File: config.mk
export PLATFORM = sky130hd
export DESIGN_NAME = udma_stop_seq
export DESIGN_NICKNAME = d
export VERILOG_FILES = /design/src/rtl/udma_stop_pkg.sv /design/src/rtl/udma_stop_dp.sv /design/src/rtl/udma_stop_ctl.sv /design/src/rtl/udma_stop_seq.sv
export SDC_FILE = /design/constraint.sdc
export NUM_CORES = 1
export LEC_CHECK = 0
export ABC_CLOCK_PERIOD_IN_PS = 3700
export BUFFER_PORTS_ARGS = -buffer_cell sky130_fd_sc_hd__buf_2
export CAP_MARGIN = 10
export CORE_MARGIN = 4
export CORE_UTILIZATION = 45
export DETAILED_ROUTE_END_ITERATION = 7
export PLACE_DENSITY = 0.7
export SYNTH_ARGS = -nofsm -noshare
export SYNTH_HDL_FRONTEND = slang
export SYNTH_HIERARCHICAL = 1
export SYNTH_SLANG_ARGS = --single-unit
File: constraint.sdc
create_clock -name clk -period 3.7 [get_ports clk]
set_input_delay 0.555 -clock clk [delete_from_list [all_inputs] [get_ports clk]]
set_output_delay 0.555 -clock clk [all_outputs]
set_load 0.01 [all_outputs]
File: src/rtl/udma_stop_pkg.sv
package udma_stop_pkg;

  typedef enum logic [2:0] {
    ST_IDLE,
    ST_XFER,
    ST_PAUSE,
    ST_STOPPED,
    ST_BUSWAIT,
    ST_DRIVE,
    ST_HOLD,
    ST_ACKWAIT
  } stopState_t;

  // strobes from control to datapath
  typedef struct packed {
    logic burstClr;
    logic dataWord;
    logic extraWord;
    logic flagErr;
    logic latchLimit;
    logic loadCrc;
    logic tmrClr;
  } dpCtl_t;

  function automatic int maxCyc(int a, int b, int c, int d, int e);
    int m;
    m = a;
    if (b > m) m = b;
    if (c > m) m = c;
    if (d > m) m = d;
    if (e > m) m = e;
    return m;
  endfunction

endpackage

File: src/rtl/udma_stop_dp.sv
module udma_stop_dp
  import udma_stop_pkg::*;
#(
  parameter int DATA_W = 16,
  parameter int SR_CYC = 4,
  parameter int TMR_W  = 3
) (
  input  logic              clk,
  input  logic              rstN,
  input  logic              devStrobe,
  input  logic [DATA_W-1:0] hostCrc,
  input  dpCtl_t            ctl,
  output logic              strobeEdge,
  output logic              gotWord,
  output logic              extraFull,
  output logic [TMR_W-1:0]  tmrVal,
  output logic              wordTake,
  output logic [1:0]        extraCnt,
  output logic              protoErr,
  output logic [DATA_W-1:0] crcReg
);

  localparam int SW = $clog2(SR_CYC + 2);
  localparam logic [SW-1:0] SINCE_SAT = SW'(SR_CYC + 1);
  localparam logic [SW:0]   SR_LIMIT  = (SW+1)'(SR_CYC);

  logic          strobePrev;
  logic [SW-1:0] sinceEdge;
  logic [SW:0]   edgeGap;
  logic          nearEdge;
  logic [1:0]    extraLimit;

  assign strobeEdge = devStrobe ^ strobePrev;
  assign edgeGap    = strobeEdge ? '0 : ((SW+1)'(sinceEdge) + (SW+1)'(1));
  assign nearEdge   = (edgeGap <= SR_LIMIT);
  assign extraFull  = (extraCnt >= extraLimit);

  // strobe history: level and saturating age of the last transition
  always_ff @(posedge clk or negedge rstN) begin
    if (!rstN) begin
      strobePrev <= 1'b0;
      sinceEdge  <= SINCE_SAT;
    end else begin
      strobePrev <= devStrobe;
      if (strobeEdge)
        sinceEdge <= '0;
      else if (sinceEdge != SINCE_SAT)
        sinceEdge <= sinceEdge + 1'b1;
    end
  end

  // burst bookkeeping of words and trailing-word allowance
  always_ff @(posedge clk or negedge rstN) begin
    if (!rstN) begin
      gotWord    <= 1'b0;
      extraCnt   <= '0;
      extraLimit <= 2'd2;
      protoErr   <= 1'b0;
      wordTake   <= 1'b0;
    end else begin
      wordTake <= ctl.dataWord | ctl.extraWord;
      if (ctl.burstClr) begin
        gotWord  <= 1'b0;
        extraCnt <= '0;
        protoErr <= 1'b0;
      end else begin
        if (ctl.dataWord)  gotWord  <= 1'b1;
        if (ctl.extraWord) extraCnt <= extraCnt + 1'b1;
        if (ctl.flagErr)   protoErr <= 1'b1;
      end
      if (ctl.latchLimit)
        extraLimit <= nearEdge ? 2'd1 : 2'd2;
    end
  end

  // shared phase timer and CRC holding register
  always_ff @(posedge clk or negedge rstN) begin
    if (!rstN) begin
      tmrVal <= '0;
      crcReg <= '0;
    end else begin
      tmrVal <= ctl.tmrClr ? '0 : tmrVal + 1'b1;
      if (ctl.loadCrc) crcReg <= hostCrc;
    end
  end

endmodule

File: src/rtl/udma_stop_ctl.sv
module udma_stop_ctl
  import udma_stop_pkg::*;
#(
  parameter int RP_CYC    = 3,
  parameter int ZAH_CYC   = 2,
  parameter int SETUP_CYC = 2,
  parameter int HOLD_CYC  = 1,
  parameter int ACK_CYC   = 3,
  parameter int TMR_W     = 3
) (
  input  logic             clk,
  input  logic             rstN,
  input  logic             stopReq,
  input  logic             devDmaReq,
  input  logic             strobeEdge,
  input  logic             gotWord,
  input  logic             extraFull,
  input  logic [TMR_W-1:0] tmrVal,
  output dpCtl_t           ctl,
  output logic             hostRdyN,
  output logic             stopOut,
  output logic             dmaAckN,
  output logic             ddOe,
  output logic             regAccessOk
);

  localparam logic [TMR_W-1:0] RP_LAST    = TMR_W'(RP_CYC - 1);
  localparam logic [TMR_W-1:0] ZAH_LAST   = TMR_W'(ZAH_CYC - 1);
  localparam logic [TMR_W-1:0] SETUP_LAST = TMR_W'(SETUP_CYC - 1);
  localparam logic [TMR_W-1:0] HOLD_LAST  = TMR_W'(HOLD_CYC - 1);
  localparam logic [TMR_W-1:0] ACK_LAST   = TMR_W'(ACK_CYC - 1);

  stopState_t state, nxtState;

  always_ff @(posedge clk or negedge rstN) begin
    if (!rstN) state <= ST_IDLE;
    else       state <= nxtState;
  end

  always_comb begin
    nxtState = state;
    ctl      = '0;
    unique case (state)
      ST_IDLE: begin
        if (devDmaReq) begin
          nxtState     = ST_XFER;
          ctl.burstClr = 1'b1;
        end
      end
      ST_XFER: begin
        ctl.dataWord = strobeEdge;
        if (stopReq && gotWord) begin
          nxtState       = ST_PAUSE;
          ctl.latchLimit = 1'b1;
          ctl.tmrClr     = 1'b1;
        end
      end
      ST_PAUSE: begin
        ctl.extraWord = strobeEdge && !extraFull;
        ctl.flagErr   = strobeEdge && extraFull;
        if (tmrVal == RP_LAST) begin
          nxtState   = ST_STOPPED;
          ctl.tmrClr = 1'b1;
        end
      end
      ST_STOPPED: begin
        if (!devDmaReq) begin
          nxtState   = ST_BUSWAIT;
          ctl.tmrClr = 1'b1;
        end
      end
      ST_BUSWAIT: begin
        if (tmrVal == ZAH_LAST) begin
          nxtState    = ST_DRIVE;
          ctl.tmrClr  = 1'b1;
          ctl.loadCrc = 1'b1;
        end
      end
      ST_DRIVE: begin
        if (tmrVal == SETUP_LAST) begin
          nxtState   = ST_HOLD;
          ctl.tmrClr = 1'b1;
        end
      end
      ST_HOLD: begin
        if (tmrVal == HOLD_LAST) begin
          nxtState   = ST_ACKWAIT;
          ctl.tmrClr = 1'b1;
        end
      end
      ST_ACKWAIT: begin
        if (tmrVal == ACK_LAST) begin
          nxtState   = ST_IDLE;
          ctl.tmrClr = 1'b1;
        end
      end
      default: nxtState = ST_IDLE;
    endcase
  end

  assign hostRdyN    = (state != ST_XFER);
  assign regAccessOk = (state == ST_IDLE);
  assign dmaAckN     = (state == ST_IDLE) || (state == ST_HOLD) || (state == ST_ACKWAIT);
  assign ddOe        = (state == ST_DRIVE) || (state == ST_HOLD);
  assign stopOut     = (state == ST_STOPPED) || (state == ST_BUSWAIT) || (state == ST_DRIVE)
                    || (state == ST_HOLD) || (state == ST_ACKWAIT);

endmodule

File: src/rtl/udma_stop_seq.sv
module udma_stop_seq
  import udma_stop_pkg::*;
#(
  parameter int DATA_W    = 16,
  parameter int SR_CYC    = 4,
  parameter int RP_CYC    = 3,
  parameter int ZAH_CYC   = 2,
  parameter int SETUP_CYC = 2,
  parameter int HOLD_CYC  = 1,
  parameter int ACK_CYC   = 3
) (
  input  logic              clk,
  input  logic              rstN,
  input  logic              stopReq,
  input  logic              devStrobe,
  input  logic              devDmaReq,
  input  logic [DATA_W-1:0] hostCrc,
  output logic              hostRdyN,
  output logic              stopOut,
  output logic              dmaAckN,
  output logic              ddOe,
  output logic [DATA_W-1:0] ddOut,
  output logic              regAccessOk,
  output logic              wordTake,
  output logic [1:0]        extraCnt,
  output logic              protoErr
);

  localparam int MAX_CYC = maxCyc(RP_CYC, ZAH_CYC, SETUP_CYC, HOLD_CYC, ACK_CYC);
  localparam int TMR_W   = $clog2(MAX_CYC + 1);

  dpCtl_t            ctl;
  logic              strobeEdge;
  logic              gotWord;
  logic              extraFull;
  logic [TMR_W-1:0]  tmrVal;
  logic [DATA_W-1:0] crcReg;

  udma_stop_ctl #(
    .RP_CYC(RP_CYC), .ZAH_CYC(ZAH_CYC), .SETUP_CYC(SETUP_CYC),
    .HOLD_CYC(HOLD_CYC), .ACK_CYC(ACK_CYC), .TMR_W(TMR_W)
  ) ctlU (
    .clk(clk), .rstN(rstN), .stopReq(stopReq), .devDmaReq(devDmaReq),
    .strobeEdge(strobeEdge), .gotWord(gotWord), .extraFull(extraFull),
    .tmrVal(tmrVal), .ctl(ctl), .hostRdyN(hostRdyN), .stopOut(stopOut),
    .dmaAckN(dmaAckN), .ddOe(ddOe), .regAccessOk(regAccessOk)
  );

  udma_stop_dp #(
    .DATA_W(DATA_W), .SR_CYC(SR_CYC), .TMR_W(TMR_W)
  ) dpU (
    .clk(clk), .rstN(rstN), .devStrobe(devStrobe), .hostCrc(hostCrc),
    .ctl(ctl), .strobeEdge(strobeEdge), .gotWord(gotWord),
    .extraFull(extraFull), .tmrVal(tmrVal), .wordTake(wordTake),
    .extraCnt(extraCnt), .protoErr(protoErr), .crcReg(crcReg)
  );

  assign ddOut = ddOe ? crcReg : '0;

endmodule

==> metrics.md <==
| Metric | Value |
|---|---|
| Largest clock skew in the final design | `approximately 2.8 ps` |
| Dominant cell type by area after synthesis | `dfrtp_1` |
| Nets | `~230` |
| DRC | `0` |
| Avg Synthesized Cell Area | `between 10 and 15 um2` |
| Slowest cell delay on critical path | `730 ps` |
| Kind of cell with the highest combined delay on the critical path | `compound AO/OA/AOI/OAI gates` |
| Filler cell count in the final layout | `325` |
| GRT Util Overall | `approximately 15%` |
| Worst path required time | `3140 ps` |
| Cell with the biggest individual delay on the critical path | `a21oi_1` |
| Count of nets left with antenna violations after detail routing | `0` |
| Number of levels the H-tree was split into | `2` |
| Vias | `1,244` |
| Placed cell area | `1920 um2` |
| Final min period | `2850 ps` |
| Met2 global-route usage | `23.9%` |
| Leakage dissipation | `between 0.001 and 0.0015 uW` |
| Number of buffers between clock root and the deepest sink | `2` |
| Layout cells sized above 1 | `between 40% and 50%` |
| Final weighted congestion of routability-driven global placement | `0.833` |
| Floorplan die area | `4830 um2` |
| Reg2reg start | `ctlU/state[2]` |
| Total of max-cap violations | `0` |
| Port Buffer Count | `45` |
| Number of CTS-inserted buffers | `5` |
| Clock latency on the worst-skew pair | `280 ps` |
| Post-CTS Setup Bufs | `0` |
| I/O pin count | `46` |
| Maximum number of pins on one net before global-route repair | `33` |
| Total buffers and inverters traversed by the critical path | `1` |
| Resize count post-CTS | `0` |
| Count of warnings emitted by yosys | `6` |
| Cell at the root of the clock tree | `clkbuf_8` |
| Flops & latches, synth | `32` |
| Row cnt | `22` |
| Horizontal die dimension | `between 60 and 70 um` |
| Most common library cell in the layout ignoring fill and taps | `buf_2` |
| Crit path capture type | `output port` |
| Commonest cells after routing, fill and taps aside | `45 x buf_2, 29 x dfrtp_1, 20 x nor2_1` |
| GR met1 Demand/Resource | `between 10% and 20%` |
| Highest clock frequency the design can meet | `0.350 GHz` |
| Power per Cell Area | `831 nW/um2` |
| Max transition margin | `20.0%` |
| Vias per inst | `approximately 5` |
| Met3 demand-to-capacity share in global routing | `roughly 6.2%` |
| Worst-path clk slew | `60 ps` |
| Global-route layer with the greatest usage | `met2` |
| Initial antenna violation count | `0` |
| Starting Density | `46.5%` |
| Category of the worst setup path launch point | `register` |
| Cells traversed along the worst timing path | `nand2b_1 -> a21oi_1 -> and2_2 -> buf_2` |
| Instance count of the mapped netlist | `158` |
| Core Area | `between 3000 and 4000 um2` |
| Syn Nets | `183` |
| Number of cell instances on the worst register-to-register path | `3` |
| Antenna Diode Count | `0` |
| Maximum resistive drop on vdd | `0.000447 V` |
| Distinct cell type count of the synthesized netlist | `35` |
| Actual transition at the worst max-transition pin | `1190 ps` |
| Fraction of the yosys area taken by sequential cells | `a little under half` |
| Total clock sinks | `32` |
| Fraction of synthesized cell area taken by the top area cell type | `42.6%` |
| Number of hold buffers added after cts | `0` |
| Internal reg-to-reg setup slack | `1470 ps` |
| Setup Total Neg Slack | `0 ps` |
| Gr ovfl total | `0` |
| Critical-path maximum fanout | `18` |
| Arrival time of the worst setup path | `approximately 2300 ps` |
| Critical R2R Capture | `dpU/crcReg[11]` |
| Synth Flop Type | `dfrtp_1` |
| Final std cell area, no fill | `~2000 um2` |
| TritonCTS clock tree | `done` |
| Number of failing setup endpoints in the final timing report | `0` |
| Count of flip-flops with a built-in enable after synthesis | `0` |
| Wire length of the first global-routing pass | `roughly 5700 um` |
| Worst setup path category | `reg -> out` |
| Vias in the first global route | `1,284` |
| Proportion of synthesized flip-flops having asynchronous set or reset | `100%` |
| Max-slew violations | `0` |
| Final design utilization | `55.9%` |
| Final Hold Vio Count | `0` |
| First-pass detailed-route iteration total | `4` |
| Area growth from synthesis to layout | `20.4%` |
| Most area-consuming cells after synthesis | `dfrtp_1 43%, mux2_2 11%, and2_2 5.3%` |
| Netlist area before placement | `between 1500 and 2000 um2` |
| Final Cycle Share | `77.1%` |
| Detailed-route wire length per cell | `12.9 um` |
| DR iter-0 viols | `49` |
| RSZ-0062 raised after global routing | `false` |
| Path type of the worst min-delay path | `in -> async` |
| Sum of routed wire length over all layers | `3230 um` |
| Detail Placement HPWL | `2450 um` |
| Status | `finished, final reports clean` |
| Chip height | `just under 70 um` |
cells by family after synthesis:
| kind of cell | count (synthesis) | synth area share [%] |
|---|---|---|
| AND/OR/NAND/NOR | 61 | 19.2 |
| flip-flops | 32 | 47.3 |
| AO/OA/AOI/OAI | 21 | 9.49 |
| multiplexers | 18 | 11.8 |
| buffers and inverters | 15 | 5.66 |
| XOR/XNOR | 7 | 3.60 |
| adder cells (fa/ha/maj) | 4 | 2.94 |
synth_stat cells (all sizes together) (2+ instances only):
library cell	count
dfrtp	29
xor2	3
and2	17
xnor2	4
dfstp	3
nand2b	5
mux2	17
ha	4
nand2	7
inv	7
a21oi	7
a211oi	2
nand3	4
nor3	3
o21ai	3
buf	8
nand3b	2
nor2	20
a21o	3
metal layers:
layer | routed length (um) | vias up
li1 | - | 613
met1 | 1380 | 589
met2 | 1560 | 37
met3 | 255 | 5
met4 | 36 | 0
met5 | 0 | -
sequential cells by signal (all words and copies together), names as in the netlist:
register and flops:
dpU/sinceEdge 3, dpU/wordTake 1, dpU/gotWord 1, dpU/strobePrev 1
ctlU/state 3, dpU/crcReg 16, dpU/extraLimit 2, dpU/tmrVal 2
dpU/protoErr 1, dpU/extraCnt 2
report_power, final:
group	leakage, uW	internal [uW]	switching [uW]	total (uW)
clock network	0.0000645	237	120	357
registers	0.000389	509	162	671
logic	0.000562	354	320	674
cell type report:
cell class	instances	area, um2	share of cell area [%]
multi-input combinational	111	806	39.3
inverter	7	26.3	1.28
timing repair buffer	45	225	11.0
sequential	32	805	39.3
clock buffer	7	96.3	4.70
clock inverter	1	30.0	1.47
tap	48	60.1	2.93
stage by stage:
| stage | hold slack, ps | power (uW) | cells | setup WS, ps |
|---|---|---|---|---|
| detailed placement | 490 | 1370 | 243 | 1100 |
| CTS | 334 | 1730 | 251 | 789 |
| global placement | 481 | 1310 | 243 | 1310 |
| finish | 309 | 1700 | 251 | 846 |
| floorplan | 259 | 1200 | 158 | 1740 |
| global route | 369 | 1850 | 251 | 627 |
worst max-delay path by stage:
stage / from / end / slack (ps) / cells past startpoint
after floorplan: ctlU/state[1] / ddOut[10] / 1740 / 5
after global placement: ctlU/state[1] / ddOut[0] / 1310 / 4
after detailed placement: ctlU/state[1] / ddOut[3] / 1100 / 4
after CTS: ctlU/state[1] / ddOut[3] / 790 / 4
after global routing: ctlU/state[0] / ddOut[3] / 630 / 4
final: ctlU/state[1] / ddOut[3] / 850 / 4
Note: power is estimated with default switching activity, not from simulation.
